==> src/rtl/auth_pkg.sv <==
package auth_pkg;

    typedef enum logic [2:0] {
        ST_IDLE      = 3'd0,
        ST_COMPUTE1  = 3'd1,
        ST_COMPARE   = 3'd2,
        ST_COMPUTE2  = 3'd3,
        ST_AUTH_OK   = 3'd4,
        ST_ENC_ROUND = 3'd5,
        ST_ENC_OK    = 3'd6,
        ST_LOCKED    = 3'd7
    } auth_state_e;

    localparam logic OP_AUTH = 1'b0;
    localparam logic OP_ENC  = 1'b1;

endpackage

==> src/rtl/mix_engine.sv <==
module mix_engine #(
    parameter int W      = 64,
    parameter int ROUNDS = 8,
    parameter int ROT    = 13
) (
    input  logic         clk,
    input  logic         rst_n,
    input  logic         start,
    input  logic [W-1:0] key,
    input  logic [W-1:0] op_a,
    input  logic [W-1:0] op_b,
    output logic         busy,
    output logic         done,
    output logic [W-1:0] result
);
    localparam int CW = (ROUNDS > 1) ? $clog2(ROUNDS) : 1;
    localparam logic [CW-1:0] LAST = CW'(ROUNDS - 1);

    typedef struct packed {
        logic [W-1:0]  s;
        logic [W-1:0]  k;
        logic [CW-1:0] cnt;
        logic          run;
        logic          done;
    } eng_t;

    eng_t q, d;

    function automatic logic [W-1:0] rotl(input logic [W-1:0] x);
        return (x << ROT) | (x >> (W - ROT));
    endfunction

    always_comb begin
        d      = q;
        d.done = 1'b0;
        if (q.run) begin
            d.s = rotl(q.s ^ q.k) + (q.k ^ W'(q.cnt));
            if (q.cnt == LAST) begin
                d.run  = 1'b0;
                d.done = 1'b1;
            end else begin
                d.cnt = q.cnt + 1'b1;
            end
        end else if (start) begin
            d.s   = op_a ^ op_b;
            d.k   = key;
            d.cnt = '0;
            d.run = 1'b1;
        end
    end

    always_ff @(posedge clk) begin
        if (!rst_n) q <= '0;
        else        q <= d;
    end

    assign busy   = q.run;
    assign done   = q.done;
    assign result = q.s;
endmodule

==> src/rtl/fail_counter.sv <==
module fail_counter #(
    parameter int MAX_FAIL = 8,
    localparam int FCW = $clog2(MAX_FAIL + 2)
) (
    input  logic           clk,
    input  logic           rst_n,
    input  logic           bump,
    output logic [FCW-1:0] count,
    output logic           locked
);
    logic [FCW-1:0] cnt_q, cnt_d;

    always_comb begin
        cnt_d = cnt_q;
        if (bump && (cnt_q <= FCW'(MAX_FAIL))) cnt_d = cnt_q + 1'b1;
    end

    always_ff @(posedge clk) begin
        if (!rst_n) cnt_q <= '0;
        else        cnt_q <= cnt_d;
    end

    assign count  = cnt_q;
    assign locked = (cnt_q > FCW'(MAX_FAIL));
endmodule

==> src/rtl/auth_handshake.sv <==
module auth_handshake
    import auth_pkg::*;
#(
    parameter int W        = 64,
    parameter int ROUNDS   = 8,
    parameter int ROT      = 13,
    parameter int MAX_FAIL = 8,
    localparam int FCW = $clog2(MAX_FAIL + 2)
) (
    input  logic           clk,
    input  logic           rst_n,
    input  logic           prov_valid,
    input  logic [W-1:0]   prov_seed,
    input  logic [W-1:0]   prov_crypt,
    input  logic           cmd_valid,
    input  logic           cmd_op,
    input  logic [W-1:0]   cmd_q0,
    input  logic [W-1:0]   cmd_q1,
    output logic           busy,
    output logic           rsp_valid,
    output logic           rsp_ok,
    output logic           rsp_err,
    output logic [W-1:0]   crypt_out,
    output logic           auth_mode,
    output logic           enc_mode,
    output logic [FCW-1:0] fail_count,
    output logic           locked
);
    typedef struct packed {
        auth_state_e  st;
        logic [W-1:0] gc;
        logic [W-1:0] ci;
        logic [W-1:0] sk;
        logic [W-1:0] q1;
        logic [W-1:0] calc;
        logic         auth;
        logic         enc;
        logic         rsp_v;
        logic         rsp_ok;
        logic         rsp_err;
    } core_t;

    core_t q, d;

    logic         eng_start, eng_busy, eng_done;
    logic [W-1:0] eng_key, eng_a, eng_b, eng_res;
    logic         bump, lock_now;

    mix_engine #(.W(W), .ROUNDS(ROUNDS), .ROT(ROT)) u_mix (
        .clk    (clk),
        .rst_n  (rst_n),
        .start  (eng_start),
        .key    (eng_key),
        .op_a   (eng_a),
        .op_b   (eng_b),
        .busy   (eng_busy),
        .done   (eng_done),
        .result (eng_res)
    );

    fail_counter #(.MAX_FAIL(MAX_FAIL)) u_fail (
        .clk    (clk),
        .rst_n  (rst_n),
        .bump   (bump),
        .count  (fail_count),
        .locked (lock_now)
    );

    always_comb begin
        logic fail;
        d         = q;
        d.rsp_v   = 1'b0;
        d.rsp_ok  = 1'b0;
        d.rsp_err = 1'b0;
        eng_start = 1'b0;
        eng_key   = q.gc;
        eng_a     = q.ci;
        eng_b     = '0;
        fail      = 1'b0;
        bump      = 1'b0;

        case (q.st)
            ST_IDLE: begin
                if (cmd_valid) begin
                    if (cmd_op == OP_ENC) begin
                        if (!q.auth) begin
                            d.rsp_v   = 1'b1;
                            d.rsp_err = 1'b1;
                        end else begin
                            eng_start = 1'b1;
                            eng_key   = q.sk;
                            eng_b     = cmd_q0;
                            d.q1      = cmd_q1;
                            d.st      = ST_ENC_ROUND;
                        end
                    end else begin
                        eng_start = 1'b1;
                        eng_b     = cmd_q0;
                        d.q1      = cmd_q1;
                        d.st      = ST_COMPUTE1;
                    end
                end else if (prov_valid) begin
                    d.gc   = prov_seed;
                    d.ci   = prov_crypt;
                    d.sk   = '0;
                    d.auth = 1'b0;
                    d.enc  = 1'b0;
                end
            end
            ST_COMPUTE1: begin
                if (eng_done) begin
                    d.calc = eng_res;
                    d.st   = ST_COMPARE;
                end
            end
            ST_COMPARE: begin
                if (q.calc == q.q1) begin
                    eng_start = 1'b1;
                    eng_a     = q.calc;
                    d.st      = ST_COMPUTE2;
                end else begin
                    fail = 1'b1;
                end
            end
            ST_COMPUTE2: begin
                if (eng_done) begin
                    d.ci   = eng_res;
                    d.sk   = q.calc ^ q.gc;
                    d.auth = 1'b1;
                    d.enc  = 1'b0;
                    d.st   = ST_AUTH_OK;
                end
            end
            ST_AUTH_OK: begin
                d.rsp_v  = 1'b1;
                d.rsp_ok = 1'b1;
                d.st     = ST_IDLE;
            end
            ST_ENC_ROUND: begin
                if (eng_done) begin
                    if (eng_res == q.q1) begin
                        d.enc = 1'b1;
                        d.st  = ST_ENC_OK;
                    end else begin
                        fail = 1'b1;
                    end
                end
            end
            ST_ENC_OK: begin
                d.rsp_v  = 1'b1;
                d.rsp_ok = 1'b1;
                d.st     = ST_IDLE;
            end
            ST_LOCKED: begin
                if (cmd_valid) begin
                    d.rsp_v   = 1'b1;
                    d.rsp_err = 1'b1;
                end
            end
            default: d.st = ST_IDLE;
        endcase

        if (fail) begin
            bump      = 1'b1;
            d.auth    = 1'b0;
            d.enc     = 1'b0;
            d.rsp_v   = 1'b1;
            d.rsp_err = 1'b1;
            d.st      = (fail_count >= FCW'(MAX_FAIL)) ? ST_LOCKED : ST_IDLE;
        end
    end

    always_ff @(posedge clk) begin
        if (!rst_n) q <= '0;
        else        q <= d;
    end

    assign busy      = (q.st != ST_IDLE) && (q.st != ST_LOCKED);
    assign rsp_valid = q.rsp_v;
    assign rsp_ok    = q.rsp_ok;
    assign rsp_err   = q.rsp_err;
    assign crypt_out = q.ci;
    assign auth_mode = q.auth;
    assign enc_mode  = q.enc;
    assign locked    = lock_now;
endmodule

==> config.mk <==
export PLATFORM = sky130hd
export DESIGN_NAME = auth_handshake
export DESIGN_NICKNAME = d
export VERILOG_FILES = /design/src/rtl/auth_pkg.sv /design/src/rtl/mix_engine.sv /design/src/rtl/fail_counter.sv /design/src/rtl/auth_handshake.sv
export SDC_FILE = /design/constraint.sdc
export NUM_CORES = 1
export LEC_CHECK = 0
export ABC_CLOCK_PERIOD_IN_PS = 4550
export BUFFER_PORTS_ARGS = -buffer_cell sky130_fd_sc_hd__buf_2
export CAP_MARGIN = 0
export CORE_ASPECT_RATIO = 1.4
export CORE_MARGIN = 2
export CORE_UTILIZATION = 45
export CTS_BUF_LIST = sky130_fd_sc_hd__clkbuf_4
export DETAILED_ROUTE_END_ITERATION = 6
export PLACE_DENSITY = 0.64
export SLEW_MARGIN = 15
export SYNTH_ARGS = -nofsm -noshare
export SYNTH_HDL_FRONTEND = slang
export SYNTH_HIERARCHICAL = 1
export SYNTH_SLANG_ARGS = --single-unit
==> constraint.sdc <==
create_clock -name clk -period 4.55 [get_ports clk]
set_input_delay 0.6825 -clock clk [delete_from_list [all_inputs] [get_ports clk]]
set_output_delay 0.6825 -clock clk [all_outputs]
set_load 0.05 [all_outputs]
* Yosys cells after proc, flatten, opt, wreduce, memory -nomap -nowiden *
Index checks and enable logic that the tools add are counted.

word-level totals
  bits in read-only memories = 0
  register bits = 465
  latch bits = 0
  memories = 0
  output and inout port bits = 75
  memory bits (writable) = 0
  bits of input ports = 261
  logic and storage cells = 133

operators by class
  reduce and logical (&&, ||, !) cells = 19
  multiplexer cells = 58
  multiply operators = 0
  eq/ne operators = 25
  div/mod/pow operators = 0
  $add $sub $neg = 3
  bitwise logic cells = 8
  magnitude comparators = 3
  shift-type cells = 0

operators by type and width
  operator            count
  $mux 64             13
  $mux 128            3
  $pmux 128 s2        1
  $xor 64x64->64      3
  $mux 132            1
  $eq 64x64->1        2
  $add 64x64->64      1
  $or 64x13->64       1
  $xor 64x3->64       1
  $mux 3              11
  $pmux 3 s6          1
  $mux 1              17
  $eq 3x3->1 const B  5
  $ne 3x3->1 const B  4
  $ne 3x2->1 const B  3
  $mux 2              4
  $ne 2x2->1 const B  4
  $pmux 1 s2          4
  $reduce_and 2->1    4
  $reduce_and 8->1    1
  $reduce_bool 7->1   1
  $eq 3x2->1 const B  2
  $ne 2x1->1 const B  3
  $pmux 1 s3          2
  other kinds (17)    24

* Logic depth before layout (Yosys ltp) *
Gate-level depths: netlist of the first run.

  word-level depth = 7
  gate-level depth with buffers = 14
  gate-level depth less buffers = 13

* Hierarchy *
Netlist of the first run, hierarchy kept.

modules (own cells, without submodules)
  module          sequential area each (µm²)  cells an instance  area each (µm²)  instances
  auth_handshake  6566.3                      1907               17176.5          1
  mix_engine      2662.6                      1342               10392.5          1
  fail_counter    80.1                        24                 231.5            1

* Least setup slack after synthesis of the first run *
OpenSTA, ideal clock, no wires.

  path type = reg2reg
  from = register u_mix/q[2] (netlist name)
  to = register u_mix.q (netlist bit u_mix/result[60])
  setup time = 0.134 ns
  data required time = 4.416 ns
  period minus slack after synthesis = 3.278 ns
  stages on the path, launching flop included = 14
  buffers on the path = 0
  slack = 1.272 ns
  data arrival time = 3.145 ns
  path through = dfxtp_1 xor2_1 ha_1 fa_1 a211oi_1 nor4_1 o211ai_1 nand4_1 o21ai_0 o21ai_1 a21oi_1 o31ai_1 xnor2_1 o22ai_1

on the way
  word-level cells in the longest chain between the ends = 3

ends and longest elaborated chain
  element                   RTL line          RTL
  start: declaration        mix_engine.sv:27  eng_t q, d;
  start signal: assignment  mix_engine.sv:53  if (!rst_n) q <= '0;
  start signal: assignment  mix_engine.sv:54  else q <= d;
  $xor 64x3->64             mix_engine.sv:37  d.s = rotl(q.s ^ q.k) + (q.k ^ W'(q.cnt));
  $add 64x64->64            mix_engine.sv:37
  $mux 64                   mix_engine.sv:36  if (q.run) begin

No other way between the ends.
A chain may end at the register's enable or synchronous reset.

* Worst setup path in the final report of the first run *
  from = register u_mix.q (netlist bit u_mix/result[51])
  to = register u_mix.q (netlist bit u_mix/result[56])

on the way
  word-level cells in the longest chain between the ends = 4

ends and longest elaborated chain
  element         RTL line          RTL
  $xor 64x64->64  mix_engine.sv:37
  $or 64x13->64   mix_engine.sv:30  return (x << ROT) | (x >> (W - ROT));
  $add 64x64->64  mix_engine.sv:37
  $mux 64         mix_engine.sv:36

No other way between the ends.

==> flow_summary.yaml, run 1 <==
sta:
  finalSetupTns_ns: 0
  fin_crit_ns: 4.31
  tightest_slew_ns: 1.03
  setup_viol: 0
  rsz0062_at_grt: "false"
  slew_violations: 0
  hold_violations: 0
  clock-skew-final_ns: 0.108
  fmax_ghz: 0.232
  timing.hold.ws_ns: 0.0637
  layout_worst_path_cycle_share_pct: 94.7
  max_slew_margin_pct: 31.5
yosys:
  synth_cell_type_count: 76
  synth_compound_area_share_pct: 19.4
  muxShareOfSynthArea_pct: 8.26
  synth_top_family_by_area: "compound AO/OA/AOI/OAI gates"
  ys_seq_area_share_pct: 33.5
  synth_xor_area_share_pct: 12.0
  synth_largest_area_cell: "dfxtp_1"
  yosys_warnings: 6
  synth_edf_count: 0
  synth_fa_ha_area_share_pct: 3.36
  synth_async_sr_flop_share_pct: 0
  synthSimpleGateAreaFrac_pct: 16.8
  syn_nets: 3608
  synth_top_cell_area_share_pct: 33.5
  ys_ff_latch: 465
  avgSynthCellArea_sq_um: 8.49
  ys.flop_type: "dfxtp_1"
  synthTopCellsByArea: "dfxtp_1 (33%), nand2_1 (9.2%), xor2_1 (8.8%)"
  syn_inst: 3273
  syn_area_sq_um: 27800
floorplan:
  fp.dieW_microns: 214
  rows: 107
  core_sq_um: 61000
  die_area_sq_um: 63800
  die_h_microns: 298
  initial_core_util_pct: 45.5
  io_pins: 336
worst_setup_path:
  critPathLaunch: "u_mix/result[51]$_SDFFE_PN0P_"
  crit_family: "compound AO/OA/AOI/OAI gates"
  reg2regPathDepth: 13
  cp_num_cells: 13
  crit_required_ns: 5.33
  r2r-start: "u_mix/result[51]$_SDFFE_PN0P_"
  worst_ep_arrival_time_ns: 5.09
  reg2reg_to: "u_mix/result[56]$_SDFFE_PN0P_"
  r2r_setup_slack_ns: 0.24
  critPathCapture: "u_mix/result[56]$_SDFFE_PN0P_"
  start_kind: "register"
  path_buf_inv: 1
  crit_path_max_incr_delay_ns: 0.49
  cp_max_fo: 5
  crit_chain: "xor2_1 -> ha_1 -> fa_1 -> a211oi_1 -> nor4_1 -> buf_4 -> o211ai_1 -> nand4_1 -> o21ai_0 -> o21ai_1 -> a21oi_1 -> o41ai_1 -> a31o_2"
  cp_slowest_cell: "fa_1"
  critPathCaptureType: "register"
  crit_type: "reg -> reg"
cts:
  htree_levels: 3
  cts_tree: "done"
  clockBufferDepth: 3
  cts-root-buf: "clkbuf_4"
  post_cts_buffers: 0
  clk_pin_slew_worst_paths_ns: 0.07
  numCtsBuffers: 119
  clock_latency_ns: 0.95
  numClockSinks: 465
route:
  avgViaCountPerCell: 5.47
  wirelength_microns: 101000
  vias: 24300
  wl_per_cell_microns: 22.6
  drc: 0
  ant_nets: 0
  dr.pass1.iters: 5
  drt-initial-drc-count: 1515
power_and_ir_drop:
  power.density_nw_per_um2: 453
  irDropWorstVdd_mv: 0.241
  p_leak_nw: 15.0
  power.total_w: 0.0144
finish:
  nets: 3881
  layout-drive-gt1-share_pct: 20.1
  final_common_cell: "nand2_1"
  syn_to_final_growth_pct: 14.1
  fin_util_pct: 52.0
  final_cell_mix: "nand2_1 (683), dfxtp_1 (464), buf_2 (334), xor2_1 (280), a21boi_0 (258)"
  nFillCells: 6056
placed_design:
  place.gp.congestion: 1.03
  io_buffers: 335
  dp.final_hpwl_microns: 75300
global_routing:
  grt_usage_pct: 30.4
  first_global_vias: 24200
  antenna_found_initial: 3
  grt_max_degree: 147
  grt-ovfl-total: 0
  grt_pass1_wl_microns: 149000
min_path:
  holdCritPathClass: "in -> reg"
run:
  cap_violations: 0
status:
  status: "complete, no violations"
cell usage after synthesis (4+ instances only):
cell        n
dfxtp_1   465
nand2b_1    8
ha_1       73
a21oi_1    99
buf_4     129
xnor2_1   100
buf_1      25
o211a_1    68
buf_6       5
mux2_2     79
a21boi_0  258
or3_1       4
a211oi_1   27
nand2_1   684
and3_1      6
nor2_1     78
buf_2      15
o21ai_0    83
mux2_4     49
a21o_1     31
nand3_1    21
inv_1      23
a31oi_1     7
o21bai_1   11
nor2b_1    96
nor3_1      7
mux2i_1    67
nand4_1    19
o31ai_1     7
xor2_1    280
clkbuf_1  157
o21ai_1     4
o21a_1     11
and2_1     72
o22ai_1    41
a22oi_1    67
nor4_1     39
cell type report:
cell class              instances  area, sq um  area share [%]
well taps                     817         1020            3.22
clock buffers                 175         1310            4.14
multi-input cells            2454        16700            52.7
flip-flops and latches        465         9310            29.3
clock inverters                30          145           0.457
repair buffers                483         3130            9.85
inverters                      23         86.3           0.272
diodes                          2         5.00          0.0158
metal layers:
metal  GRT usage [%]  up-vias  wire (microns)
met5               0        -              16
met4            17.0        2            5400
met3            4.30      191            4400
met2            53.4      782           49700
met1            35.4    11700           41200
li1                -    11700               -
flip-flops by register name (all words and copies together), names as in the netlist:
register,cells
u_mix/q,67
q,259
crypt_out,64
u_fail/count,4
rsp_valid,1
u_mix/result,64
enc_mode,1
u_mix/busy,1
rsp_ok,1
rsp_err,1
u_mix/done,1
auth_mode,1
stage by stage:
step	cells	instance area (sq um)	setup slack (ns)
2_1_floorplan	3273	27800	1.27
3_3_place_gp	4146	29300	0.341
3_5_place_dp	4146	29300	0.300
4_1_cts	4447	31700	0.248
5_1_grt	4449	31700	0.0441
6_report	4449	31700	0.241
report_power, final:
part | internal, W | leakage, nW | switching [W]
Sequential | 0.00459 | 3.78 | 0.000768
Combinational | 0.00193 | 10.4 | 0.00349
Clock | 0.00180 | 0.882 | 0.00180
Total | 0.00831 | 15.0 | 0.00606
how the worst min path moves through the flow:
stage | start | to | slack [ns] | depth (start not counted)
after floorplan | q[323]$_SDFFE_PN0P_ | q[323]$_SDFFE_PN0P_ | 0.47 | 2
after global placement | q[288]$_SDFFE_PN0P_ | q[288]$_SDFFE_PN0P_ | 0.48 | 2
after detailed placement | q[309]$_SDFFE_PN0P_ | q[309]$_SDFFE_PN0P_ | 0.49 | 2
after CTS | cmd_q1[32] | q[101]$_SDFFE_PN0P_ | 0.00005 | 3
after global routing | cmd_q1[33] | q[102]$_SDFFE_PN0P_ | 0.03 | 3
final | cmd_q1[32] | q[101]$_SDFFE_PN0P_ | 0.06 | 3
repair_timing:
item | in CTS | in global routing
gates resized for setup | 0 | 1
hold endpoints to repair | 96 | 0
hold buffers | 96 | 0
setup endpoints to repair | 0 | 1
kinds of logic after synthesis:
group | Yosys count
AO/OA/AOI/OAI | 755
XOR/XNOR | 380
adder cells (fa/ha/maj) | 74
buffers and inverters | 354
flip-flops | 465
multiplexers | 195
AND/OR/NAND/NOR | 1050
tightest hold or removal path, stage by stage:
cell and delay (ns):
buf_2 0.10, nand2_1 0.05, a21boi_0 0.06
No activity file was read; power rests on OpenSTA's default activity.
==> run 2: changes to the inputs <==
Settings changed: ABC_AREA set to 1, GPL_ROUTABILITY_DRIVEN set to 0.
==> flow_summary.yaml, run 2 <==
finish:
  final_cell_mix: "nand2_1 (1121), nor2_1 (680), inv_1 (515), dfxtp_1 (465), o21ai_0 (433)"
  nets: 5215
  final_common_cell: "nand2_1"
  multi_input_area_sq_um: 16400
  fin_util_pct: 51.5
  reg.largest.list: "q: 259 flops, u_mix/q: 67 flops"
  stdcell_area_sq_um: 33600
  layout-drive-gt1-share_pct: 14.7
  largest_reg_flops: 259
  largest_register: "q"
  seq_area_sq_um: 9310
  syn_to_final_growth_pct: 13.4
  nFillCells: 6792
yosys:
  syn_inst: 4590
  avgSynthCellArea_sq_um: 6.45
  ys_ff_latch: 465
  ys_seq_area_share_pct: 31.4
  synth_largest_area_cell: "dfxtp_1"
  synth_top_cell_area_share_pct: 31.4
  yosysMostFrequentCell: "nand2_1"
  synthTopCellsByArea: "dfxtp_1 (31%), nand2_1 (14%), nor2_1 (8.6%)"
  syn_area_sq_um: 29600
  synth_commonest_cells: "nand2_1 (1122), nor2_1 (681), inv_1 (518), dfxtp_1 (465), o21ai_0 (433)"
  ys.flop_type: "dfxtp_1"
  syn_nets: 4925
  yosys_warnings: 6
  synth_cell_type_count: 51
  synth_edf_count: 0
  synth_async_sr_flop_share_pct: 0
global_routing:
  grt_usage_pct: 31.5
  grt_max_degree: 181
  grt_use_met1_pct: 39.6
  busiest_layer: "met2"
  met3_usage_pct: 4.39
  grt_use_met2_pct: 52.3
  grt-ovfl-total: 0
  grt_pass1_wl_microns: 164000
  first_global_vias: 28600
  antenna_found_initial: 3
min_path:
  min-delay-start: "cmd_q1[60]"
  min_to: "q[129]$_SDFFE_PN0P_"
  hold_depth: 3
  holdCritPathClass: "in -> reg"
cts:
  numCtsBuffers: 117
  clockBufferDepth: 3
  cts_tree: "done"
  cts-root-buf: "clkbuf_4"
  clk_pin_slew_worst_paths_ns: 0.07
  clock_latency_ns: 0.96
  numClockSinks: 465
  cts_resized: 0
  htree_levels: 3
route:
  dr.pass1.iters: 6
  wirelength_microns: 109000
  ant_nets: 0
  wl_per_cell_microns: 18.8
  vias: 30400
  avgViaCountPerCell: 5.23
  drt-initial-drc-count: 2551
  drc: 0
sta:
  max_slew_margin_pct: 26.8
  clock-skew-final_ns: 0.0815
  fmax_ghz: 0.319
  rsz0062_at_grt: "false"
  slew_violations: 0
  fin_crit_ns: 3.14
  setup_viol: 0
  hold_violations: 0
  finalSetupTns_ns: 0
  tightest_slew_ns: 1.10
  layout_worst_path_cycle_share_pct: 69.0
worst_setup_path:
  reg2regPathDepth: 18
  start_kind: "register"
  worst_ep_arrival_time_ns: 3.99
  reg2reg_to: "u_mix/result[37]$_SDFFE_PN0P_"
  crit_type: "reg -> reg"
  r2r_setup_slack_ns: 1.41
  crit_required_ns: 5.40
  critPathCaptureType: "register"
  r2r-start: "q[109]$_SDFFE_PN0P_"
  cp_max_fo: 51
status:
  status: "complete, no violations"
placed_design:
  io_buffers: 335
  place_area_sq_um: 30900
  dp.final_hpwl_microns: 79800
power_and_ir_drop:
  irDropWorstVdd_mv: 0.210
  power.total_w: 0.0118
  p_leak_nw: 16.9
  power.density_nw_per_um2: 351
floorplan:
  core_sq_um: 65300
  io_pins: 336
  fp.dieW_microns: 221
  die_area_sq_um: 67900
  initial_core_util_pct: 45.4
  die_h_microns: 307
  rows: 111
run:
  cap_violations: 0
==> run 2: report_power, final <==
| group | leakage [nW] | total (W) | internal (W) | switching, W |
|---|---|---|---|---|
| clock | 0.899 | 0.00368 | 0.00189 | 0.00179 |
| sequential | 3.79 | 0.00480 | 0.00440 | 0.000400 |
| combinational | 12.2 | 0.00331 | 0.00111 | 0.00221 |
| total | 16.9 | 0.0118 | 0.00740 | 0.00439 |
==> run 2: layout make-up <==
type / instances / area share (%)
clock inverter: 19 / 0.425
tap: 847 / 3.16
clock buffer: 180 / 4.02
multi-input combinational: 3258 / 48.9
timing repair buffer: 488 / 9.62
antenna: 4 / 0.0298
sequential: 465 / 27.7
inverter: 550 / 6.17
==> run 2: critical path, cell delays in order, from the launching register on <==
cell and delay, ns:
dfxtp_1 0.36, inv_1 0.08, nand2_1 0.06, nand2_1 0.05, a21oi_1 0.15, nand2_1 0.10
nor2_1 0.29, nand2_1 0.17, nor2_2 0.22, nand3_4 0.11, nand2_1 0.20, nand2_2 0.10
buf_4 0.26, buf_4 0.35, a21oi_1 0.18, o21ai_0 0.10, nand2_1 0.07, nand2_1 0.05
o21ai_1 0.11
==> run 2: worst max-delay path by stage <==
stage	from	endpoint	depth (start not counted)	slack, ns
2_1_floorplan	cmd_op	u_mix/result[34]$_SDFFE_PN0P_	12	2.25
6_report	q[109]$_SDFFE_PN0P_	u_mix/result[37]$_SDFFE_PN0P_	18	1.41
5_1_grt	q[109]$_SDFFE_PN0P_	u_mix/result[32]$_SDFFE_PN0P_	18	1.23
3_5_place_dp	cmd_op	u_mix/result[38]$_SDFFE_PN0P_	17	1.40
3_3_place_gp	cmd_op	u_mix/result[3]$_SDFFE_PN0P_	14	1.44
4_1_cts	q[326]$_SDFFE_PN0P_	busy	5	1.46
==> run 2: per-layer routing <==
metal  part of all wire [%]  up-vias  wire, microns
met5                      0        -              0
li1                       -    15000              -
met4                    5.3        0           5740
met2                     46     1198          50800
met1                     42    13900          45600
met3                    6.5      253           7140
==> run 2: repair_timing <==
item	4_1_cts	5_1_grt
hold endpoints to repair	123	0
buffers inserted	0	0
hold buffers	123	0
==> run 2: metrics by stage <==
stage,hold slack (ns),setup slack (ns),cells
floorplan,0.437,2.25,4590
CTS,0.000719,1.46,5807
finish,0.0415,1.41,5811
detailed placement,0.450,1.40,5485
global placement,0.445,1.44,5485
global route,0.00888,1.23,5811
==> run 2: kinds of logic (layout without fill, tap and decap cells) <==
family / after synthesis / count (layout) / synth area share [%]
other cells: 0 / 4 / 0
compound gates: 931 / 931 / 16.7
mux: 90 / 90 / 3.75
fa+ha+maj: 74 / 74 / 3.15
xor+xnor: 172 / 172 / 5.09
flops: 465 / 465 / 31.4
buf+inv: 867 / 1237 / 13.3
simple gates: 1991 / 1991 / 26.6
